### config.mk
export PLATFORM = sky130hd
export DESIGN_NAME = scl_wait_ctrl
export DESIGN_NICKNAME = d
export VERILOG_FILES = /design/src/rtl/scl_wait_pkg.sv /design/src/rtl/scl_wait_ctrl_path.sv /design/src/rtl/scl_wait_ctrl_fsm.sv /design/src/rtl/scl_wait_ctrl.sv
export SDC_FILE = /design/constraint.sdc
export NUM_CORES = 1
export LEC_CHECK = 0
export CAP_MARGIN = 20
export CORE_UTILIZATION = 30
export CTS_CLUSTER_SIZE = 24
export DETAILED_ROUTE_END_ITERATION = 8
export PLACE_DENSITY_LB_ADDON = 0.1
export SLEW_MARGIN = 20
export SYNTH_ARGS = -nofsm -noshare
export SYNTH_HDL_FRONTEND = slang
export SYNTH_SLANG_ARGS = --single-unit
### constraint.sdc
create_clock -name clk -period 2.4 [get_ports clk]
set_input_delay 0.48 -clock clk [delete_from_list [all_inputs] [get_ports clk]]
set_output_delay 0.48 -clock clk [all_outputs]
set_load 0.05 [all_outputs]
### src/rtl/scl_wait_pkg.sv
package scl_wait_pkg;

  localparam int SEL_W = 2;

  // readback / write bit positions
  localparam int BIT_REL   = 2;
  localparam int BIT_IDLE  = 3;
  localparam int BIT_LEVEL = 4;
  localparam int BIT_ERR   = 5;
  localparam int USED_BITS = 6;

  typedef enum logic {
    ST_RUN  = 1'b0,
    ST_WAIT = 1'b1
  } waitState_t;

  // control -> datapath
  typedef struct packed {
    logic cntInc;
    logic cntClr;
    logic irqSet;
    logic relClr;
  } ctrlStrobe_t;

  // datapath -> control
  typedef struct packed {
    logic riseDet;
    logic cntHit;
    logic holdEn;
    logic relReq;
  } pathStatus_t;

endpackage

### src/rtl/scl_wait_ctrl_path.sv
module scl_wait_ctrl_path
  import scl_wait_pkg::*;
#(
  parameter int REG_W       = 8,
  parameter int CNT_W       = 4,
  parameter int SYNC_STAGES = 2,
  parameter int SHORT_CNT   = 8,
  parameter int LONG_CNT    = 9
) (
  input  logic             clk,
  input  logic             rstN,
  input  logic             regWrEn,
  input  logic [REG_W-1:0] regWrData,
  output logic [REG_W-1:0] regRdData,
  input  logic             i2cMode,
  input  logic             xferActive,
  input  logic             sclIn,
  input  ctrlStrobe_t      strobe,
  input  logic             waitActive,
  output pathStatus_t      status,
  output logic             sclPullLow,
  output logic             irqPulse,
  output logic             cfgError
);

  localparam logic [CNT_W-1:0] SHORT_V = CNT_W'(SHORT_CNT);
  localparam logic [CNT_W-1:0] LONG_V  = CNT_W'(LONG_CNT);
  localparam int PAD_W = REG_W - USED_BITS;

  // clock-line synchronizer
  logic [SYNC_STAGES-1:0] syncQ;
  for (genvar g = 0; g < SYNC_STAGES; g++) begin : gSync
    if (g == 0) begin : gFirst
      always_ff @(posedge clk or negedge rstN) begin
        if (!rstN) syncQ[g] <= 1'b0;
        else       syncQ[g] <= sclIn;
      end
    end else begin : gNext
      always_ff @(posedge clk or negedge rstN) begin
        if (!rstN) syncQ[g] <= 1'b0;
        else       syncQ[g] <= syncQ[g-1];
      end
    end
  end

  logic sclLevel;
  logic sclPrev;
  assign sclLevel = syncQ[SYNC_STAGES-1];

  always_ff @(posedge clk or negedge rstN) begin
    if (!rstN) sclPrev <= 1'b0;
    else       sclPrev <= sclLevel;
  end

  // control register fields
  logic [SEL_W-1:0] waitSelQ;
  logic             relQ;
  logic             idleRelQ;
  logic             errQ;

  always_ff @(posedge clk or negedge rstN) begin
    if (!rstN) begin
      waitSelQ <= '0;
      idleRelQ <= 1'b0;
      errQ     <= 1'b0;
    end else if (regWrEn) begin
      waitSelQ <= regWrData[SEL_W-1:0];
      idleRelQ <= regWrData[BIT_IDLE];
      errQ     <= i2cMode & ~regWrData[1];
    end
  end

  // self-clearing release request; a new write of 1 wins over the clear
  always_ff @(posedge clk or negedge rstN) begin
    if (!rstN)                            relQ <= 1'b0;
    else if (regWrEn && regWrData[BIT_REL]) relQ <= 1'b1;
    else if (strobe.relClr)               relQ <= 1'b0;
  end

  // edge counter
  logic [CNT_W-1:0] cntQ;
  logic [CNT_W-1:0] cntNext;
  logic [CNT_W-1:0] target;

  assign cntNext = cntQ + CNT_W'(1);
  assign target  = (waitSelQ == 2'b11) ? LONG_V : SHORT_V;

  always_ff @(posedge clk or negedge rstN) begin
    if (!rstN)              cntQ <= '0;
    else if (strobe.cntClr) cntQ <= '0;
    else if (strobe.cntInc) cntQ <= cntNext;
  end

  // interrupt register
  logic irqQ;
  always_ff @(posedge clk or negedge rstN) begin
    if (!rstN) irqQ <= 1'b0;
    else       irqQ <= strobe.irqSet;
  end

  always_comb begin
    status.riseDet = sclLevel & ~sclPrev;
    status.cntHit  = status.riseDet && (cntNext == target);
    status.holdEn  = waitSelQ[1];
    status.relReq  = relQ;
  end

  assign sclPullLow = waitActive | (~xferActive & ~idleRelQ);
  assign irqPulse   = irqQ;
  assign cfgError   = errQ;

  logic [USED_BITS-1:0] rdCore;
  assign rdCore = {errQ, sclLevel, idleRelQ, relQ, waitSelQ};

  if (PAD_W > 0) begin : gPad
    assign regRdData = {{PAD_W{1'b0}}, rdCore};
    logic unusedWrBits;
    assign unusedWrBits = ^regWrData[REG_W-1:BIT_LEVEL];
  end else begin : gNoPad
    assign regRdData = rdCore[REG_W-1:0];
    logic unusedWrBits;
    assign unusedWrBits = regWrData[BIT_LEVEL];
  end

endmodule

### src/rtl/scl_wait_ctrl_fsm.sv
module scl_wait_ctrl_fsm
  import scl_wait_pkg::*;
(
  input  logic        clk,
  input  logic        rstN,
  input  logic        xferActive,
  input  pathStatus_t status,
  output ctrlStrobe_t strobe,
  output logic        waitActive
);

  waitState_t stateQ;
  waitState_t stateNext;

  always_ff @(posedge clk or negedge rstN) begin
    if (!rstN) stateQ <= ST_RUN;
    else       stateQ <= stateNext;
  end

  always_comb begin
    stateNext = stateQ;
    strobe    = '0;
    unique case (stateQ)
      ST_RUN: begin
        if (!xferActive) begin
          strobe.cntClr = 1'b1;
        end else if (status.cntHit) begin
          strobe.irqSet = 1'b1;
          if (status.holdEn) begin
            stateNext = ST_WAIT;       // count frozen during the wait
          end else begin
            strobe.cntClr = 1'b1;      // non-holding: restart the byte
          end
        end else if (status.riseDet) begin
          strobe.cntInc = 1'b1;
        end
      end
      ST_WAIT: begin
        if (status.relReq) begin
          stateNext     = ST_RUN;
          strobe.cntClr = 1'b1;
          strobe.relClr = 1'b1;
        end
      end
      default: stateNext = ST_RUN;
    endcase
  end

  assign waitActive = (stateQ == ST_WAIT);

endmodule

### src/rtl/scl_wait_ctrl.sv
module scl_wait_ctrl
  import scl_wait_pkg::*;
#(
  parameter int REG_W       = 8,
  parameter int CNT_W       = 4,
  parameter int SYNC_STAGES = 2,
  parameter int SHORT_CNT   = 8,
  parameter int LONG_CNT    = 9
) (
  input  logic             clk,
  input  logic             rstN,
  input  logic             regWrEn,
  input  logic [REG_W-1:0] regWrData,
  output logic [REG_W-1:0] regRdData,
  input  logic             i2cMode,
  input  logic             xferActive,
  input  logic             sclIn,
  output logic             sclPullLow,
  output logic             irqPulse,
  output logic             cfgError
);

  ctrlStrobe_t strobe;
  pathStatus_t status;
  logic        waitActive;

  scl_wait_ctrl_path #(
    .REG_W      (REG_W),
    .CNT_W      (CNT_W),
    .SYNC_STAGES(SYNC_STAGES),
    .SHORT_CNT  (SHORT_CNT),
    .LONG_CNT   (LONG_CNT)
  ) u_path (
    .clk       (clk),
    .rstN      (rstN),
    .regWrEn   (regWrEn),
    .regWrData (regWrData),
    .regRdData (regRdData),
    .i2cMode   (i2cMode),
    .xferActive(xferActive),
    .sclIn     (sclIn),
    .strobe    (strobe),
    .waitActive(waitActive),
    .status    (status),
    .sclPullLow(sclPullLow),
    .irqPulse  (irqPulse),
    .cfgError  (cfgError)
  );

  scl_wait_ctrl_fsm u_fsm (
    .clk       (clk),
    .rstN      (rstN),
    .xferActive(xferActive),
    .status    (status),
    .strobe    (strobe),
    .waitActive(waitActive)
  );

endmodule

; Word level (Yosys, flattened, before mapping)
; Index checks and enable logic that the tools add are counted.
[classes]
n_eq_ne = 2
addsub = 1
bitwise = 9
n_reduce_logical = 4
muxes = 22
[ops]
columns = op, n
row1 = $mux 1, 17
row2 = $mux 4, 2
row3 = $not 1->1, 5
row4 = $add 4x1->4 const B, 1
row5 = $eq 4x4->1, 1
row6 = $pmux 1 s2, 2
row7 = $reduce_bool 2->1, 2
row8 = $and 1x1->1, 3
row9 = $eq 2x2->1 const B, 1
row10 = $logic_and 1x1->1, 2
row11 = $mux 2, 1
row12 = $or 1x1->1, 1
[word_totals]
reg_bits = 14
elab_cells = 48

; Depth between registers and ports, before layout
[logic_depth]
word_depth = 9
depth_mapped = 6
ltp_nobuf = 5

; By module
; From an unflattened synthesis, not the netlist that was laid out.
[hier_totals]
cells_unflattened = 61
area_unflattened_um2 = 683.2
[by_module_without_submodules]
columns = mod, area_per_inst_um2, seq_area_each_um2, instances, cells_per_inst
row1 = scl_wait_ctrl_path, 600.6, 325.3, 1, 52
row2 = scl_wait_ctrl_fsm, 82.6, 25.0, 1, 9

; Worst setup path after synthesis
; OpenSTA, ideal clock, no wires.
[synth_path]
path_type = register to register
from = register u_path.waitSelQ[1]
to = register u_path.cntQ[3]
slack_ns = 0.684
arrival_ns = 1.643
path_stages_with_launch = 6
period_less_slack_ns = 1.716
cell_sequence = dfrtp_1 nand2_1 xnor2_1 nor2b_1 or3_1 a21oi_2
[synth_between]
elab_chain_len = 8
word_cells_on_any_way = 13
classes_between = 2 x eq/ne / 9 x mux / 2 x reduce/logical
[synth_rtl]
columns = element, line_no
row1 = from (decl), scl_wait_ctrl_path.sv:56  ; logic [SEL_W-1:0] waitSelQ;
row2 = from (signal assigned), scl_wait_ctrl_path.sv:67  ; waitSelQ <= regWrData[SEL_W-1:0];
row3 = $eq 2x2->1, scl_wait_ctrl_path.sv:86  ; assign target = (waitSelQ == 2'b11) ? LONG_V : SHORT_V;
row4 = $mux 1, scl_wait_ctrl_path.sv:86
row5 = $eq 4x4->1, scl_wait_ctrl_path.sv:103  ; status.cntHit = status.riseDet && (cntNext == target);
row6 = $logic_and 1x1->1, scl_wait_ctrl_path.sv:103
row7 = $mux 2 / $mux 1 (equally long branches), scl_wait_ctrl_fsm.sv:27  ; end else if (status.cntHit) begin
row8 = $mux 1, scl_wait_ctrl_fsm.sv:25  ; if (!xferActive) begin
row9 = $pmux 1 s2 / $mux 1 (equally long branches), scl_wait_ctrl_fsm.sv:23  ; unique case (stateQ)
row10 = $mux 4 / $reduce_bool 2->1 (equally long branches), --
row11 = to (signal assigned), scl_wait_ctrl_path.sv:91  ; else if (strobe.cntInc) cntQ <= cntNext;
row12 = to (decl), scl_wait_ctrl_path.sv:81  ; logic [CNT_W-1:0] cntQ;
; Several ways; a longest one is shown, not always the timed one.
; A chain may end at the register's enable or synchronous reset.

; Worst setup path in the final report
[layout_path]
from = register u_path.waitSelQ[1]
to = output regRdData[1]
[layout_lines]
columns = element, line_no
row1 = to (decl), scl_wait_ctrl.sv:14  ; output logic [REG_W-1:0] regRdData,
; No word-level cell between the ends.

==> results.md <==
- Crit path required time: between 1500 and 2000 ps
- Die Y-Extent: 52.9 um
- Post-Layout Cell Count: 121
- Core area: ~2500 um2
- CTS Hold Bufs: 0
- Multi-input gate area: 364 um2
- CTS tree: done
- Pwr Total: 545 uW
- # setup viols final: 0
- Reg2Reg Depth: 5
- Setup crit start kind: flop
- Port bufs: 18
- H-tree depth: 1
- Initial antenna violation count: 0
- Worst path arrival time: 1550 ps
- Crit path kind: flop to output port
- # IOs: 25
- Fraction of layout instances using a drive strength above 1: between 15 and 20%
- Post-synthesis cell area: 776 um2
- Max-Cap Viols: 0
- Number of DRC markers in iteration 0: 21
- Bufs and invs on worst path: 1
- Slew Limit Headroom: 58.1%
- Async SR Flop Fraction: 100%
- Hold Fails Final Rpt: 0
- Worst R2R End: u_path.cntQ[2]
- Worst Hold Class: flop to flop
- Hold Slack: 353 ps
- Reg2Reg Launch Point: u_path.cntQ[0]
- Sequential cell area: 350 um2
- Register area share after synthesis: 45.2%
- Num CTS Buffers: 3
- R2R setup slack: 520 ps
- CP Max Fanout: 6
- Element type at the critical path end: output port
- Final antenna-violating net count: 0
- Largest net degree at the start of global routing: 15
- CTS root buf: clkbuf_4
- First-pass GRT wire length: 2.51 mm
- Layout Nets: 107
- Initial core utilization: 31.6%
- RSZ-0062 raised after global routing: false
- Final wirelength: 1.48 mm
- Final Max Tran Viols: 0
- Setup WS pre-CTS: a little over 400 ps
- Worst hold start: u_path.syncQ[0]
- Placer Congestion: 0.773
- Reg clk slew, reported paths: 80 ps
- Dpl hpwl: between 1 and 1.5 mm
- Vias per std cell: approximately 5
- Post-CTS resize count: 0
- Clk buf depth: 2
- DP Area: 965 um2
- Worst Hold Depth: 0
- DR vias: 593
- Clock skew: 1.31 ps
- Post-placement cell count: roughly 120
- Post-synth EDFFs: 0
- Antenna cell count: 0
- Post-synth cell types: 35
- YS warnings: 0
- Endpoint, Worst Hold: u_path.sclLevel
- Avg Cell Area, Syn: 10.5 um2
- Setup TNS: 0 ps
- Fin crit period: between 2000 and 2500 ps
- Post-Route Utilization: around two fifths
- VDD IR-drop max: 0.000373 V
- Layout area overhead: 29.0%
- P_leak: 0.412 nW
- Die Area: 2790 um2
- GR Util All Layers: 12.5%
- Most used DFF post-synth: dfrtp_1
- Routed length per instance: 12.2 um
- #FFs+latches synth: 14
- Fmax: 492 MHz
- Vias in the first global route: 576
- Slowest-stage cell, CP: clkdlybuf4s50_1
- Clock latency on the worst-skew pair: 280 ps
- Outcome: complete, no violations
- Part of the cycle the worst path needs: 84.7%
- Filler Cells Inserted: around 250
- Grt ovf: 0
- Drt pass-1 iters: 4
- Crit-path max cell delay: 830 ps
- Setup Fix Bufs, Post-CTS: 0
- Sink Count: 14
- Cells along the critical path: clkdlybuf4s50_1
- Worst slew pin tran: 626 ps
- Crit path max-delay family: buffers and inverters
- Die Wd: around 53 um
- Setup WS post-layout: roughly 370 ps
- Finished Cell Area: 1000 um2
- DRC: 0
- Pwr Density: 544 nW/um2
- # rows: 18
- Gate Count Post-Synth: 74
==> synth_stat cells, drive strengths merged (2+ instances only) <==
library cell | instances | area share [%]
dfrtp | 14 | 45
a21oi | 7 | 5.5
buf | 7 | 6.5
nand2 | 6 | 2.9
inv | 4 | 1.9
mux2 | 3 | 4.4
nor2b | 3 | 2.4
nor3b | 3 | 5.0
nand3 | 2 | 1.3
nand4 | 2 | 1.6
nor4b | 2 | 3.1
o21ai | 2 | 1.3
xnor2 | 2 | 2.3
==> logic make-up (layout without fill, tap and decap cells) <==
kind of cell,count (synthesis),after routing,synth area share (%)
fa+ha+maj,1,1,1.61
compound gates,16,16,13.6
other cells,1,2,0.483
flops,14,14,45.2
xor+xnor,3,3,3.39
buf+inv,11,27,8.39
mux,4,4,5.64
simple gates,24,24,21.8
==> routing by layer <==
layer	routed length, um	part of all wire [%]	vias up	global-route usage, %
met2	666	45	22	20.0
li1	-	-	287	-
met4	0	0	0	1.32
met3	117	7.9	0	5.46
met1	692	47	284	16.0
met5	0	0	-	0
==> layout make-up <==
class / count / share of cell area (%)
multi-input combinational: 50 / 36.4
sequential: 14 / 35.0
timing repair buffer: 19 / 19.8
tap: 30 / 3.75
clock buffer: 4 / 3.62
inverter: 4 / 1.50
==> registers in the layout, summed over array words and instances, names as in the netlist <==
name,cells
u_path.relQ,1
u_path.idleRelQ,1
u_path.cfgError,1
u_path.sclLevel,1
u_path.sclPrev,1
u_path.waitSelQ,2
u_path.irqPulse,1
u_path.cntQ,4
u_fsm.waitActive,1
u_path.syncQ,1
==> placed cells by master (no fill, tap or decap), types with 2 or more instances in the layout <==
master           instances
inv_1                    4
a21oi_1                  5
a21oi_2                  2
o21ai_0                  2
nand4_1                  2
nor2b_1                  3
mux2_2                   3
nand3_1                  2
nand2_1                  6
clkbuf_4                 3
xnor2_1                  2
dfrtp_1                 14
conb_1                   2
clkdlybuf4s50_1         17
==> power by group <==
part	switching [mW]	internal (mW)	total [mW]	leakage, nW
logic	0.0707	0.0468	0.117	0.216
clock network	0.0790	0.0923	0.171	0.0210
registers	0.0103	0.246	0.256	0.175
==> how the worst max path moves through the flow <==
stage          depth (start not counted)        endpoint  slack, ps               start
3_5_place_dp                           6  u_path.cntQ[3]        410          xferActive
2_1_floorplan                          5  u_path.cntQ[3]        680  u_path.waitSelQ[1]
5_1_grt                                1    regRdData[1]        320  u_path.waitSelQ[1]
3_3_place_gp                           6  u_path.cntQ[3]        440          xferActive
6_report                               1    regRdData[1]        370  u_path.waitSelQ[1]
4_1_cts                                1    regRdData[1]        360  u_path.waitSelQ[1]
Power figures use the tool's default switching activity.
